==> config.mk <==
export PLATFORM = sky130hd
export DESIGN_NAME = bm_req_seq
export DESIGN_NICKNAME = d
export VERILOG_FILES = /design/src/rtl/bmrs_pkg.sv /design/src/rtl/bmrs_own_track.sv /design/src/rtl/bmrs_beat_cnt.sv /design/src/rtl/bmrs_line_ctl.sv /design/src/rtl/bm_req_seq.sv
export SDC_FILE = /design/constraint.sdc
export NUM_CORES = 1
export LEC_CHECK = 0
export ABC_AREA = 1
export BUFFER_PORTS_ARGS = -buffer_cell sky130_fd_sc_hd__buf_4
export CAP_MARGIN = 20
export CORE_ASPECT_RATIO = 0.6
export CORE_MARGIN = 1
export CORE_UTILIZATION = 45
export CTS_BUF_LIST = sky130_fd_sc_hd__clkbuf_8
export DETAILED_ROUTE_END_ITERATION = 16
export PLACE_DENSITY = 0.75
export SETUP_SLACK_MARGIN = 0.1
export SYNTH_ARGS = -nofsm -noshare
export SYNTH_HDL_FRONTEND = slang
export SYNTH_HIERARCHICAL = 1
export SYNTH_SLANG_ARGS = --single-unit
==> constraint.sdc <==
create_clock -name clk -period 2.8 [get_ports clk]
set_input_delay 0.56 -clock clk [delete_from_list [all_inputs] [get_ports clk]]
set_output_delay 0.56 -clock clk [all_outputs]
set_load 0.01 [all_outputs]
==> src/rtl/bmrs_pkg.sv <==
package bmrs_pkg;

    typedef enum logic [1:0] {
        ST_IDLE = 2'd0,
        ST_LEAD = 2'd1,
        ST_RUN  = 2'd2,
        ST_DONE = 2'd3
    } seq_state_t;

    localparam logic [1:0] KIND_SINGLE = 2'b00;
    localparam logic [1:0] KIND_FIXED  = 2'b01;

endpackage

==> src/rtl/bmrs_own_track.sv <==
module bmrs_own_track (
    input  logic clk,
    input  logic rst_n,
    input  logic grant_i,
    input  logic ready_i,
    output logic own_o
);

    logic own_q;

    always_ff @(posedge clk or negedge rst_n) begin
        if (!rst_n) begin
            own_q <= 1'b0;
        end else if (ready_i) begin
            own_q <= grant_i;
        end
    end

    assign own_o = own_q;

    AST_OWN_HOLD: assert property (@(posedge clk) disable iff (!rst_n)
        !ready_i |=> $stable(own_o));

endmodule

==> src/rtl/bmrs_beat_cnt.sv <==
module bmrs_beat_cnt #(
    parameter int LEN_W = 5
) (
    input  logic             clk,
    input  logic             rst_n,
    input  logic             load_i,
    input  logic [LEN_W-1:0] load_len_i,
    input  logic             dec_i,
    output logic             last_o,
    output logic [LEN_W-1:0] issued_o
);

    localparam logic [LEN_W-1:0] ONE = LEN_W'(1);

    logic [LEN_W-1:0] rem_q;
    logic [LEN_W-1:0] done_cnt_q;

    always_ff @(posedge clk or negedge rst_n) begin
        if (!rst_n) begin
            rem_q      <= '0;
            done_cnt_q <= '0;
        end else if (load_i) begin
            rem_q      <= load_len_i;
            done_cnt_q <= '0;
        end else if (dec_i) begin
            rem_q      <= rem_q - ONE;
            done_cnt_q <= done_cnt_q + ONE;
        end
    end

    assign last_o   = (rem_q == ONE);
    assign issued_o = done_cnt_q;

    AST_NO_UNDERFLOW: assert property (@(posedge clk) disable iff (!rst_n)
        dec_i |-> (rem_q != '0));

endmodule

==> src/rtl/bmrs_line_ctl.sv <==
module bmrs_line_ctl (
    input  logic run_i,
    input  logic lead_i,
    input  logic open_i,
    input  logic locked_i,
    input  logic own_i,
    input  logic last_i,
    input  logic first_i,
    input  logic sticky_i,
    output logic req_o,
    output logic lock_o
);

    logic final_phase;
    logic counted_req;

    always_comb begin
        final_phase = own_i && last_i;
        counted_req = sticky_i || (first_i && own_i) || !own_i;
        req_o  = lead_i || (run_i && (open_i ? !final_phase : counted_req));
        lock_o = lead_i || (run_i && locked_i && !final_phase);
    end

endmodule

==> src/rtl/bm_req_seq.sv <==
module bm_req_seq
    import bmrs_pkg::*;
#(
    parameter int LEN_W = 5
) (
    input  logic             clk,
    input  logic             rst_n,
    input  logic             start_i,
    input  logic [1:0]       kind_i,
    input  logic [LEN_W-1:0] len_i,
    input  logic             lock_i,
    output logic             issue_o,
    output logic             done_o,
    output logic             resume_o,
    output logic [LEN_W-1:0] issued_o,
    output logic             bus_req_o,
    output logic             bus_lock_o,
    input  logic             grant_i,
    input  logic             ready_i
);

    localparam logic [LEN_W-1:0] ONE_BEAT = LEN_W'(1);

    seq_state_t       state_q, state_d;
    logic             open_q, lk_q, first_q, sticky_q;
    logic             done_q, resume_q;
    logic             own, last, accept, start_ok;
    logic [LEN_W-1:0] len_eff;

    bmrs_own_track u_own (
        .clk     (clk),
        .rst_n   (rst_n),
        .grant_i (grant_i),
        .ready_i (ready_i),
        .own_o   (own)
    );

    bmrs_beat_cnt #(.LEN_W(LEN_W)) u_cnt (
        .clk        (clk),
        .rst_n      (rst_n),
        .load_i     (start_ok),
        .load_len_i (len_eff),
        .dec_i      (accept),
        .last_o     (last),
        .issued_o   (issued_o)
    );

    bmrs_line_ctl u_lines (
        .run_i    (state_q == ST_RUN),
        .lead_i   (state_q == ST_LEAD),
        .open_i   (open_q),
        .locked_i (lk_q),
        .own_i    (own),
        .last_i   (last),
        .first_i  (first_q),
        .sticky_i (sticky_q),
        .req_o    (bus_req_o),
        .lock_o   (bus_lock_o)
    );

    always_comb begin
        start_ok = start_i && (state_q == ST_IDLE);
        accept   = (state_q == ST_RUN) && own && ready_i;
        if ((kind_i == KIND_SINGLE) || (len_i == '0)) begin
            len_eff = ONE_BEAT;
        end else begin
            len_eff = len_i;
        end
    end

    always_comb begin
        state_d = state_q;
        unique case (state_q)
            ST_IDLE: if (start_ok) state_d = lock_i ? ST_LEAD : ST_RUN;
            ST_LEAD: state_d = ST_RUN;
            ST_RUN:  if (accept && last) state_d = ST_DONE;
            ST_DONE: state_d = ST_IDLE;
            default: state_d = ST_IDLE;
        endcase
    end

    // state register and per-operation flags
    always_ff @(posedge clk or negedge rst_n) begin
        if (!rst_n) begin
            state_q  <= ST_IDLE;
            open_q   <= 1'b0;
            lk_q     <= 1'b0;
            first_q  <= 1'b0;
            sticky_q <= 1'b0;
        end else begin
            state_q <= state_d;
            first_q <= start_ok && !lock_i;
            if (start_ok) begin
                open_q   <= kind_i[1];
                lk_q     <= lock_i;
                sticky_q <= 1'b0;
            end else if (first_q && own) begin
                sticky_q <= 1'b1;
            end
        end
    end

    // registered engine-facing pulses
    always_ff @(posedge clk or negedge rst_n) begin
        if (!rst_n) begin
            done_q   <= 1'b0;
            resume_q <= 1'b0;
        end else begin
            done_q   <= accept && last;
            resume_q <= accept && !last && !grant_i;
        end
    end

    assign issue_o  = (state_q == ST_RUN) && own;
    assign done_o   = done_q;
    assign resume_o = resume_q;

    AST_IDLE_QUIET: assert property (@(posedge clk) disable iff (!rst_n)
        (state_q == ST_IDLE) |-> (!bus_req_o && !bus_lock_o && !issue_o));
    AST_LOCK_LEAD: assert property (@(posedge clk) disable iff (!rst_n)
        (issue_o && lk_q && (issued_o == '0)) |-> $past(bus_lock_o));
    AST_LOCK_RELEASE: assert property (@(posedge clk) disable iff (!rst_n)
        $fell(bus_lock_o) |-> (issue_o && last));
    AST_OPEN_REQ: assert property (@(posedge clk) disable iff (!rst_n)
        ((state_q == ST_RUN) && open_q && !last) |-> bus_req_o);
    AST_DONE_ONE: assert property (@(posedge clk) disable iff (!rst_n)
        done_o |=> !done_o);
    AST_RESUME_UNOWNED: assert property (@(posedge clk) disable iff (!rst_n)
        resume_o |-> !issue_o);

endmodule

==> impl_metrics.csv <==
group,metric,value,unit
outcome,status,"completed",
setup_path,arrival,1.65,ns
die,die_h,40.7,um
flow_run,drv_cap,0,
setup_path,critical_path_required,2.24,ns
clock_network,cts_hold_buf,0,
clock_network,cts_root_buf,"clkbuf_8",
grt,grt.total_usage,21.9,%
yosys,synth-xor-area-share,0.779,%
finish,layout_commonest_cell,"nand2_1",
yosys,synth_top_family_by_area,"simple AND/OR/NAND/NOR gates",
setup_path,critPathLaunch,"u_cnt/rem_q[2]",
yosys,avgSynthCellArea,7.81,um^2
place,hpwl,1900,um
drt,drt_iter0_markers,50,
sta,max-slew-margin-rel,70.9,%
clock_network,cts-htree-levels,1,
place,port_buffers,22,
die,die_x,66.5,um
place,gp_congestion,0.824,
setup_path,reg2reg_from,"state_q[0]",
drt,routed-via-count,1018,
clock_network,post_cts_buffers,0,
yosys,synthMuxAreaShare,0,%
clock_network,cts_max_path_buffers,2,
sta,finalSetupTns,0,ns
drt,wirelength,2470,um
grt,antenna_found_initial,0,
pwr,ir_worst_vdd,0.659,mV
grt,grt_pass1_wl,4110,um
grt,grt_max_degree,20,
yosys,seq_area_frac_synth,42.3,%
die,core,0.00226,mm^2
sta,finalHoldViolCount,0,
yosys,syn_inst,144,
setup_path,cp_max_fo,4,
pwr,p_leak,0.000790,uW
sta,finalSetupViolCount,0,
drt,vias_per_cell,5.12,
finish,drive_gt1_share,21.3,%
sta,finClkSkew,0.0102,ns
yosys,syn_nets,164,
yosys,synth-simple-area-share,30.1,%
clock_network,cts_sinks,19,
yosys,ys_ff_latch,19,
setup_path,startpoint_type,"flip-flop",
sta,rsz0062_at_grt,"no",
sta,final.min_clock_period,2.21,ns
finish,nNetsFinal,190,
die,die-area,0.00271,mm^2
die,row_count,13,
finish,final_cell_mix,"36 x nand2_1, 24 x inv_1, 22 x buf_4, 19 x dfrtp_1, 15 x nor2_1",
setup_path,path_class,"flip-flop to output port",
sta,tightest_slew,0.437,ns
yosys,synth-compound-area-share,8.68,%
finish,syn_to_final_growth,21.1,%
yosys,post_synth_num_cell_types,24,
yosys,synthAdderAreaFrac,7.79,%
yosys,ys_warn_count,6,
setup_path,endpoint_kind,"output port",
sta,post-route-period-util,78.8,%
sta,hold_slack,0.158,ns
clock_network,insertion_delay,0.26,ns
die,start_util,49.8,%
die,io_pins,23,
drt,ant_nets,0,
grt,grt-ovfl-total,0,
clock_network,path_clk_slew,0.08,ns
pwr,power.density,926,mW/mm^2
drt,drc,0,
drt,drt_pre_antenna_iters,4,
clock_network,cts_tree,"done",
yosys,synthesis.area,0.00112,mm^2
drt,wl_per_cell,12.4,um
sta,timing.fmax,453,MHz
sta,drv_slew,0,
clock_network,cts.repair.resized,0,
grt,grt_pass1_vias,948,
clock_network,cts_buffers,3,
finish,n_antenna_cell,0,
hold_path,hp-class,"input pin to asynchronous set/reset pin",
[routing by layer]
layer / GRT usage (%) / wire (um) / up-vias / part of all wire [%]
met1: 26.6 / 1130 / 478 / 46
met3: 6.67 / 165 / 2 / 6.7
met2: 37.9 / 1160 / 36 / 47
li1: - / - / 502 / -
met4: 7.98 / 16 / 0 / 0.65
met5: 0 / 0 / - / 0
[cell families (layout without fill, tap and decap cells)]
| group | Yosys count | in the layout |
|---|---|---|
| compound gates | 15 | 15 |
| xor+xnor | 1 | 1 |
| fa+ha+maj | 7 | 7 |
| buf+inv | 29 | 54 |
| flops | 19 | 19 |
| simple gates | 73 | 73 |
[sequential cells by signal, summed over array words and instances (netlist names)]
name and flops:
resume_o 1, first_q 1, u_own/own_o 1, u_cnt/rem_q 5
u_cnt/issued_o 5, lk_q 1, done_o 1, state_q 2
sticky_q 1, open_q 1
[final cells by class]
cell class,count,area [um^2]
Clock inverter,1,5.00
Clock buffer,3,41.3
Inverter,28,105
Tap cell,30,37.5
Sequential cell,19,475
Multi-Input combinational cell,96,533
Timing Repair Buffer,22,165
Fill cell,200,898
[synthesized netlist by cell type (all sizes together)]
| library cell | number | area (um^2) |
|---|---|---|
| a21oi | 4 | 20.0 |
| nand2 | 38 | 148 |
| o21ai | 4 | 23.8 |
| xnor2 | 1 | 8.76 |
| a22oi | 3 | 22.5 |
| inv | 28 | 105 |
| nor3 | 1 | 5.00 |
| o21a | 1 | 7.51 |
| dfrtp | 19 | 475 |
| or2 | 1 | 6.26 |
| buf | 1 | 11.3 |
| o211ai | 2 | 15.0 |
| nand4 | 5 | 37.5 |
| nand3 | 11 | 55.1 |
| ha | 7 | 87.6 |
| nor2 | 17 | 87.6 |
| a22o | 1 | 8.76 |
[report_power, final]
group / switching, uW / total (uW) / leakage (uW) / internal [uW]
clock network: 94.4 / 193 / 0.0000255 / 99.1
logic: 359 / 616 / 0.000519 / 257
registers: 84.3 / 453 / 0.000246 / 368
total: 538 / 1260 / 0.000790 / 724
[final timing paths]
kind	slack (ns)	endpoint	cells past startpoint
setup / recovery	0.59	bus_req_o	7
hold reg to reg	0.50	state_q[1]	2
hold / removal	0.16	u_cnt/rem_q[2]	1
max in group asynchronous	2.43	lk_q	1
min in group clk	0.46	resume_o	2
setup reg to reg	1.03	u_cnt/issued_o[1]	8
[worst max-delay path, stage by stage, from the launching register on]
cell and delay, ns:
dfrtp_1 0.44, nor2_1 0.22, nand2_1 0.08, nor2_1 0.25, nand3_1 0.11, nand3_1 0.10, nand2_1 0.05, buf_4 0.13
[metrics by stage]
step	std cells	util, %	power [uW]	setup WS [ns]	cell area [um^2]
global route	199	60.3	1370	0.480	1360
detailed placement	195	58.2	1060	0.900	1320
finish	199	60.3	1260	0.594	1360
global placement	195	58.2	1030	0.960	1320
CTS	199	60.3	1270	0.571	1360
floorplan	144	-	874	1.14	1120
Note: power is estimated with default switching activity, not from simulation.
